File: src/rtl/vid_pkg.sv
package vid_pkg;

    localparam int VID_W   = 6;
    localparam int HALF_W  = 3;
    localparam int STRAP_W = 4;
    localparam int LINK_W  = HALF_W + 1;

    typedef logic [VID_W-1:0]   vid_t;
    typedef logic [HALF_W-1:0]  half_t;
    typedef logic [STRAP_W-1:0] strap_t;

    typedef enum logic {
        MODE_SIX  = 1'b0,
        MODE_FOUR = 1'b1
    } vid_mode_e;

    typedef struct packed {
        logic  sel;
        half_t data;
    } link_t;

    localparam vid_t VID_TOP = '1;

    function automatic vid_t strap_to_vid(input strap_t s);
        return {s, {(VID_W-STRAP_W){1'b0}}};
    endfunction

    function automatic vid_t join_halves(input vid_mode_e m, input half_t lo, input half_t hi);
        vid_t v;
        if (m == MODE_FOUR)
            v = {hi, lo[0], 2'b00};
        else
            v = {hi, lo};
        return v;
    endfunction

    function automatic vid_t to_dac(input vid_t v);
        return VID_TOP - v;
    endfunction

endpackage

File: src/rtl/vid_deglitch.sv
module vid_deglitch #(
    parameter int STABLE = 8
) (
    input  logic clk,
    input  logic rst,
    input  logic raw_i,
    output logic clean_o
);
    localparam int CNT_W = (STABLE > 2) ? $clog2(STABLE) : 1;
    localparam logic [CNT_W-1:0] CNT_LAST = CNT_W'(STABLE - 1);

    logic             meta_q;
    logic             sync_q;
    logic             clean_q;
    logic [CNT_W-1:0] run_q;

    always_ff @(posedge clk) begin
        if (rst) begin
            meta_q  <= 1'b0;
            sync_q  <= 1'b0;
            clean_q <= 1'b0;
            run_q   <= '0;
        end else begin
            meta_q <= raw_i;
            sync_q <= meta_q;
            if (sync_q == clean_q) begin
                run_q <= '0;
            end else if (run_q == CNT_LAST) begin
                clean_q <= sync_q;
                run_q   <= '0;
            end else begin
                run_q <= run_q + 1'b1;
            end
        end
    end

    assign clean_o = clean_q;

    AST_DG_FOLLOWS_SYNC: assert property (@(posedge clk) disable iff (rst)
        (clean_q != $past(clean_q)) |-> (clean_q == $past(sync_q)));

endmodule

File: src/rtl/vid_assemble.sv
module vid_assemble
    import vid_pkg::*;
(
    input  logic      clk,
    input  logic      rst,
    input  vid_mode_e mode_i,
    input  link_t     link_i,
    input  vid_t      preset_i,
    output vid_t      target_o,
    output logic      seen_o
);
    half_t lo_q;
    logic  sel_q;
    vid_t  target_q;
    logic  seen_q;
    logic  rise;

    assign rise = link_i.sel && !sel_q;

    always_ff @(posedge clk) begin
        if (rst) begin
            lo_q     <= '0;
            sel_q    <= 1'b0;
            target_q <= preset_i;
            seen_q   <= 1'b0;
        end else begin
            sel_q <= link_i.sel;
            if (!link_i.sel)
                lo_q <= link_i.data;
            if (rise) begin
                target_q <= join_halves(mode_i, lo_q, link_i.data);
                seen_q   <= 1'b1;
            end
        end
    end

    assign target_o = target_q;
    assign seen_o   = seen_q;

    AST_TGT_ONLY_ON_RISE: assert property (@(posedge clk) disable iff (rst)
        (target_q != $past(target_q)) |-> $past(rise));

    AST_SEEN_STICKY: assert property (@(posedge clk) disable iff (rst)
        seen_q |=> seen_q);

endmodule

File: src/rtl/vid_slew.sv
module vid_slew
    import vid_pkg::*;
#(
    parameter int RATE_DIV = 4
) (
    input  logic clk,
    input  logic rst,
    input  vid_t preset_i,
    input  vid_t target_i,
    output vid_t level_o,
    output logic settled_o
);
    localparam int TW = (RATE_DIV > 2) ? $clog2(RATE_DIV) : 1;
    localparam logic [TW-1:0] TICK_LAST = TW'(RATE_DIV - 1);

    vid_t          level_q;
    logic [TW-1:0] tick_q;
    logic          at_target;

    assign at_target = (level_q == target_i);

    always_ff @(posedge clk) begin
        if (rst) begin
            level_q <= preset_i;
            tick_q  <= '0;
        end else if (at_target) begin
            tick_q <= '0;
        end else if (tick_q == TICK_LAST) begin
            tick_q <= '0;
            if (target_i > level_q)
                level_q <= level_q + 1'b1;
            else
                level_q <= level_q - 1'b1;
        end else begin
            tick_q <= tick_q + 1'b1;
        end
    end

    assign level_o   = level_q;
    assign settled_o = at_target;

    AST_STEP_ONE: assert property (@(posedge clk) disable iff (rst)
        1'b1 |=> (level_q == $past(level_q)) || (level_q == $past(level_q) + 6'd1)
                 || (level_q == $past(level_q) - 6'd1));

    AST_SETTLED_HOLD: assert property (@(posedge clk) disable iff (rst)
        at_target |=> $stable(level_q));

endmodule

File: src/rtl/vid_cmd_rx.sv
module vid_cmd_rx
    import vid_pkg::*;
#(
    parameter int STABLE   = 8,
    parameter int RATE_DIV = 4
) (
    input  logic       clk,
    input  logic       rst,
    input  logic [2:0] vid_data_i,
    input  logic       vid_sel_i,
    input  logic       mode4_i,
    input  logic [3:0] strap_i,
    output logic [5:0] dac_code_o,
    output logic       settled_o,
    output logic       cmd_seen_o
);
    link_t     raw_link;
    link_t     clean_link;
    vid_t      preset;
    vid_t      target;
    vid_t      level;
    vid_mode_e mode;

    assign raw_link = '{sel: vid_sel_i, data: vid_data_i};
    assign preset   = strap_to_vid(strap_i);
    assign mode     = mode4_i ? MODE_FOUR : MODE_SIX;

    for (genvar i = 0; i < LINK_W; i++) begin : g_filt
        vid_deglitch #(.STABLE(STABLE)) u_filt (
            .clk    (clk),
            .rst    (rst),
            .raw_i  (raw_link[i]),
            .clean_o(clean_link[i])
        );
    end

    vid_assemble u_asm (
        .clk     (clk),
        .rst     (rst),
        .mode_i  (mode),
        .link_i  (clean_link),
        .preset_i(preset),
        .target_o(target),
        .seen_o  (cmd_seen_o)
    );

    vid_slew #(.RATE_DIV(RATE_DIV)) u_slew (
        .clk      (clk),
        .rst      (rst),
        .preset_i (preset),
        .target_i (target),
        .level_o  (level),
        .settled_o(settled_o)
    );

    assign dac_code_o = to_dac(level);

endmodule

File: config.mk
export PLATFORM = sky130hd
export DESIGN_NAME = vid_cmd_rx
export DESIGN_NICKNAME = d
export VERILOG_FILES = /design/src/rtl/vid_pkg.sv /design/src/rtl/vid_deglitch.sv /design/src/rtl/vid_assemble.sv /design/src/rtl/vid_slew.sv /design/src/rtl/vid_cmd_rx.sv
export SDC_FILE = /design/constraint.sdc
export NUM_CORES = 1
export LEC_CHECK = 0
export ABC_CLOCK_PERIOD_IN_PS = 3250
export BUFFER_PORTS_ARGS = -buffer_cell sky130_fd_sc_hd__buf_2
export CAP_MARGIN = 15
export CORE_MARGIN = 5
export CORE_UTILIZATION = 45
export CTS_CLUSTER_SIZE = 30
export DETAILED_ROUTE_END_ITERATION = 8
export PLACE_DENSITY = 0.72
export SYNTH_ARGS = -nofsm -noshare
export SYNTH_HDL_FRONTEND = slang
export SYNTH_HIERARCHICAL = 1
export SYNTH_SLANG_ARGS = --single-unit
File: constraint.sdc
create_clock -name clk -period 3.25 [get_ports clk]
set_input_delay 0.325 -clock clk [delete_from_list [all_inputs] [get_ports clk]]
set_output_delay 0.325 -clock clk [all_outputs]
set_load 0.05 [all_outputs]
# ---- After elaboration in Yosys (flattened, before gate mapping)
# Cells that the tools add are included.
dict set report word_totals {
  ff_bits 43
  mem_bits_rw 0
  input_bits 11
  n_memories 0
  wordCells 72
  rom_bits 0
  latch_bits 0
  output_inout_bits 8
}
dict set report op_classes {
  div 0
  n_mux 8
  add_sub_neg 8
  n_eq_ne 11
  n_bitwise 5
  reduce_logical 15
  n_shift 0
  n_mul 0
  magnitude_cmp 1
}
# cell n
set ops {}
lappend ops {{6-bit two-way mux} 6}
lappend ops {{3-bit OR reduction} 5}
lappend ops {{3-bit by 1-bit adder with 3-bit output, second input constant} 4}
lappend ops {{3-bit equality test, second input constant} 4}
lappend ops {{2-bit AND reduction} 6}
lappend ops {{6-bit by 1-bit adder with 6-bit output, second input constant} 1}
lappend ops {{6-bit equality test} 1}
lappend ops {{6-bit greater-than comparator} 1}
lappend ops {{6-bit by 1-bit subtractor with 6-bit output, second input constant} 1}
lappend ops {{6-bit subtractor, first input constant} 1}
lappend ops {{1-bit NOT} 5}
lappend ops {{1-bit equality test} 4}
lappend ops {{2-bit nonzero test} 2}
lappend ops {{3-bit two-way mux} 1}
lappend ops {{2-bit by 1-bit adder with 2-bit output, second input constant} 1}
lappend ops {{2-bit equality test, second input constant} 1}
lappend ops {{2-bit != test, second input constant} 1}
lappend ops {{1-bit logical AND} 1}
lappend ops {{1-bit logical NOT} 1}
lappend ops {{1-bit two-way mux} 1}

# ---- Logic depth before layout (Yosys ltp)
dict set report depth {
  depth_word 5
  ltp_mapped 12
  ltp_nobuf 12
}

# ---- Cells and area by module
# Netlist, hierarchy kept.
# module instances cells_per_inst area_per_inst_um2 seq_area_each_um2
set by_module_without_submodules {}
lappend by_module_without_submodules {vid_deglitch 4 16 203.9 120.1}
lappend by_module_without_submodules {vid_slew 1 73 713.2 220.2}
lappend by_module_without_submodules {vid_assemble 1 35 456.7 280.3}
lappend by_module_without_submodules {vid_cmd_rx 1 7 26.3 0.0}

# ---- Worst setup path after synthesis
# OpenSTA, ideal clock, no wires.
dict set report synth_timing {
  path_kind {register to register}
  startpoint {register u_slew.level_q[1], in the netlist u_slew/level_o[1]}
  endpoint {register u_slew.level_q[5], in the netlist u_slew/level_o[5] (data pin)}
  stages_incl_launch_ff 13
  required_time_ns 2.980
  path_buffers 0
  path_slack_ns 0.660
  arrival_ns 2.321
  synth_period_minus_slack_ns 2.590
  setup_time_ns 0.270
  path_cell_list {edfxtp_1 > inv_1 > ha_1 > nor2b_1 > o21ai_2 > nand3_1 > nand2_1 > ha_1 > a211oi_1 > o21bai_1 > a211o_1 > nor4_1 > a221oi_1}
}
dict set report synth_between {
  elab_chain_len 5
  word_cells_on_any_way 7
  classes_between {add/sub (2); order compare (1); mux (4)}
}
# element line_no
set synth_rtl {}
lappend synth_rtl {{start: declaration} vid_slew.sv:16} ;# vid_t level_q;
lappend synth_rtl {{start signal: assignment} vid_slew.sv:24} ;# level_q <= preset_i;
lappend synth_rtl {{start signal: assignment} vid_slew.sv:31} ;# level_q <= level_q + 1'b1;
lappend synth_rtl {{start signal: assignment} vid_slew.sv:33} ;# level_q <= level_q - 1'b1;
lappend synth_rtl {{6-bit by 1-bit subtractor with 6-bit output, or another cell as far along} vid_slew.sv:33}
lappend synth_rtl {{6-bit two-way mux (*)} vid_slew.sv:30} ;# if (target_i > level_q)
lappend synth_rtl {{6-bit two-way mux (*)} vid_slew.sv:28} ;# end else if (tick_q == TICK_LAST) begin
lappend synth_rtl {{6-bit two-way mux (*)} vid_slew.sv:26} ;# end else if (at_target) begin
lappend synth_rtl {{6-bit two-way mux (*)} vid_slew.sv:23} ;# if (rst) begin
# Every way passes the cells marked *; elsewhere a longest branch is shown, timed or not. The select of a mux whose other input is x is not followed.
# A chain may end at the register's enable or synchronous reset.

# ---- Final worst setup path
dict set report layout_timing {
  startpoint {register u_slew.level_q[5], in the netlist u_slew/level_o[5]}
  endpoint {register u_slew.level_q[5], in the netlist u_slew/level_o[5] (data pin)}
}
# Same word-level chain as after synthesis.

==> run_results.csv <==
group,metric,value,unit
status,status,"finished clean",
clocking,cts_tree,"yes",
critical_path,path_buf_inv,1,
critical_path,worstPathMaxFanout,5,
sta,setup_violations,0,
critical_path,crit_family,"compound AO/OA/AOI/OAI gates",
drt,wl,3.166,mm
placed_design,globalplace.congestion,0.8252,
sta,min_period,2.913,ns
run,drv_cap,0,
clocking,clk_pin_slew_worst_paths,0.08,ns
clocking,ctsHoldBuffers,0,
worst_hold_path,worstHoldPathType,"in -> reg",
clocking,cts_made_buffers,5,
worst_hold_path,hold_path_depth,2,
placed_design,dpl.hpwl,2.346,mm
critical_path,arrival,2.92,ns
critical_path,r2r_cells,12,
clocking,clockRootBuffer,"clkbuf_8",
sta,tns,0,ns
critical_path,crit_type,"reg -> reg",
power_and_ir_drop,p_per_area,719.2,mW/mm2
yosys,netlist_area,0.002012,mm2
critical_path,crit_required,3.25,ns
sta,relSlewSlack,50.84,%
floorplan,num_rows,24,
final_layout,seq_area,980.9,um2
yosys,synth_edf_count,12,
yosys,ys_warn_count,6,
critical_path,cp_num_cells,12,
sta,finClkSkew,0.006397,ns
sta,final_hold_viol_count,0,
floorplan,dieArea,0.005908,mm2
floorplan,io_pins,19,
critical_path,slowest_stage,"edfxtp_1",
critical_path,reg2reg_to,"u_slew/level_o[5]",
sta,rsz0062_at_grt,"no",
final_layout,area_growth,11.94,%
final_layout,n_fill_cell,379,
critical_path,critPathLaunch,"u_slew/level_o[5]",
sta,tightestPinTransition,0.7374,ns
drt,wl_per_cell,12.22,um
critical_path,crit_path_end_kind,"flop",
power_and_ir_drop,ir_worst_vdd,0.3899,mV
drt,first_pass_iters,4,
critical_path,path_cells,"inv_1, ha_1, and4_4, o21ai_2, nand3_1, nand2_1, ha_1, a211oi_1, o21bai_1, a211o_1, nor4_1, a221oi_1",
yosys,synthArstFlopShare,0,%
placed_design,dp_cells,251,
final_layout,fin_cells,259,
grt,antenna_found_initial,0,
floorplan,start_util,46.21,%
critical_path,crit_top_cell,"ha_1",
sta,fin_crit_sh,89.64,%
critical_path,critPathLaunchType,"flop",
yosys,synthCells,179,
floorplan,die_w,76.87,um
critical_path,r2r-start,"u_slew/level_o[5]",
final_layout,antennaDiodeCount,0,
final_layout,drive_gt1_share,18.36,%
drt,drtIter0Drc,58,
placed_design,numPortBuffers,18,
grt,grt_pass1_wl,5.671,mm
clocking,cts_resized,0,
drt,via_per_inst,5.027,
clocking,ctsLongestPathBuffers,2,
yosys,avgSynthCellArea,11.24,um2
sta,max_freq,343.3,MHz
final_layout,multi_input_area,965.9,um2
grt,globalRouteTotalUtil,11.73,%
final_layout,nets,237,
yosys,synth_cell_types,39,
clocking,clock_sinks,43,
drt,vias,1302,
clocking,clk_latency,0.29,ns
sta,drv_slew,0,
grt,grt_max_degree,44,
grt,grt_pass1_vias,1300,
critical_path,endpoint,"u_slew/level_o[5]",
critical_path,reg2reg_setup_slack,0.34,ns
critical_path,max_stage_delay,0.40,ns
floorplan,chipHeight,76.87,um
yosys,synthFlopType,"dfxtp_1",
yosys,ys_ff_latch,43,
grt,grt_overflow,0,
clocking,cts-htree-levels,2,
drt,final_antenna_net_count,0,
yosys,yosysSeqAreaShare,48.76,%
power_and_ir_drop,p_leak,0.9753,nW
drt,route.detailed.drc,0,
floorplan,core,0.004354,mm2
clocking,cts_setup_buffers,0,
## metal layers
layer  vias to the layer above  track usage [%]  share of wire (%)
met4                         0            3.671                1.1
met1                       580            14.49                 48
li1                        692                -                  -
met3                         5            4.801                5.0
met5                         -                0                  0
met2                        25            18.59                 46
## synthesized netlist by cell type (2+ instances only)
master	number	area, um2
inv_1	14	52.55
xnor2_1	5	43.79
o21ai_0	2	10.01
a211oi_1	2	15.01
ha_1	19	237.7
nor4_1	6	37.54
a21oi_1	5	25.02
nor2_1	8	30.03
xor2_1	2	17.52
a21o_1	3	22.52
mux2i_1	8	80.08
nand2b_1	4	25.02
nand2_1	10	37.54
edfxtp_1	12	360.4
mux2_2	3	33.78
nor4b_1	9	78.83
dfxtp_1	31	620.6
o21ai_2	4	35.03
nor2b_1	9	56.30
o21ai_1	4	20.02
## sequential cells by signal (all words and copies together) (netlist names), 2 cells and up
name / cells
u_asm/target_o: 6
u_slew/tick_q: 2
g_filt.u_filt/clean_o: 4
g_filt.u_filt/run_q: 12
u_asm/lo_q: 3
g_filt.u_filt/meta_q: 4
u_slew/level_o: 6
g_filt.u_filt/sync_q: 4
## cells in the final DEF (no fill, tap or decap), types with 2 or more instances in the layout
cell      instances
dfxtp_1          31
ha_1             19
buf_2            18
inv_1            14
edfxtp_1         12
nand2_1          10
nor2b_1           9
nor4b_1           9
mux2i_1           8
nor2_1            8
nor4_1            6
clkbuf_8          5
xnor2_1           5
a21oi_1           5
o21ai_2           4
nand2b_1          4
conb_1            4
o21ai_1           4
mux2_2            3
a21o_1            3
xor2_1            2
o21ai_0           2
a211oi_1          2
## metrics by stage
stage	cell area (um2)	util, %	power (mW)	setup WS [ns]	hold slack [ns]
2_1_floorplan	2023	-	1.177	0.6598	0.3966
3_3_place_gp	2171	49.86	1.295	0.5022	0.4151
3_5_place_dp	2171	49.86	1.307	0.3478	0.4153
4_1_cts	2252	51.72	1.633	0.3275	0.2441
5_1_grt	2252	51.72	1.745	0.04989	0.2330
6_report	2252	51.72	1.620	0.3367	0.2469
## worst min-delay path by stage
| stage | endpoint | slack, ns | start |
|---|---|---|---|
| final | g_filt[0].u_filt/meta_q | 0.25 | vid_data_i[0] |
| after detailed placement | u_slew/tick_q[0] | 0.42 | u_slew/tick_q[0] |
| after floorplan | g_filt[0].u_filt/meta_q | 0.40 | rst |
| after global routing | g_filt[3].u_filt/meta_q | 0.23 | vid_sel_i |
| after global placement | u_slew/tick_q[0] | 0.42 | u_slew/tick_q[0] |
| after CTS | g_filt[3].u_filt/meta_q | 0.24 | vid_sel_i |
## cells by family (layout without fill, tap and decap cells)
logic type | after synthesis | in the layout | synth area share, %
multiplexers | 12 | 12 | 6.219
buffers and inverters | 17 | 42 | 3.793
other | 1 | 4 | 0.1864
AND/OR/NAND/NOR | 54 | 54 | 16.73
flip-flops | 43 | 43 | 48.76
XOR/XNOR | 7 | 7 | 3.047
AO/OA/AOI/OAI | 25 | 25 | 8.458
adder cells (fa/ha/maj) | 20 | 20 | 12.81
## layout make-up
type                            count  area share, %
Tap cell                           52          2.889
Sequential cell                    43          43.56
Multi-Input combinational cell    122          42.89
Clock inverter                      2         0.3889
Clock buffer                        6          3.222
Inverter                           15          2.722
Timing Repair Buffer               19          4.333
## report_power, final
part	total, mW	switching [mW]	internal, mW
logic	0.651	0.397	0.254
clock network	0.318	0.170	0.148
registers	0.651	0.0364	0.615
Note: power is estimated with default switching activity, not from simulation.
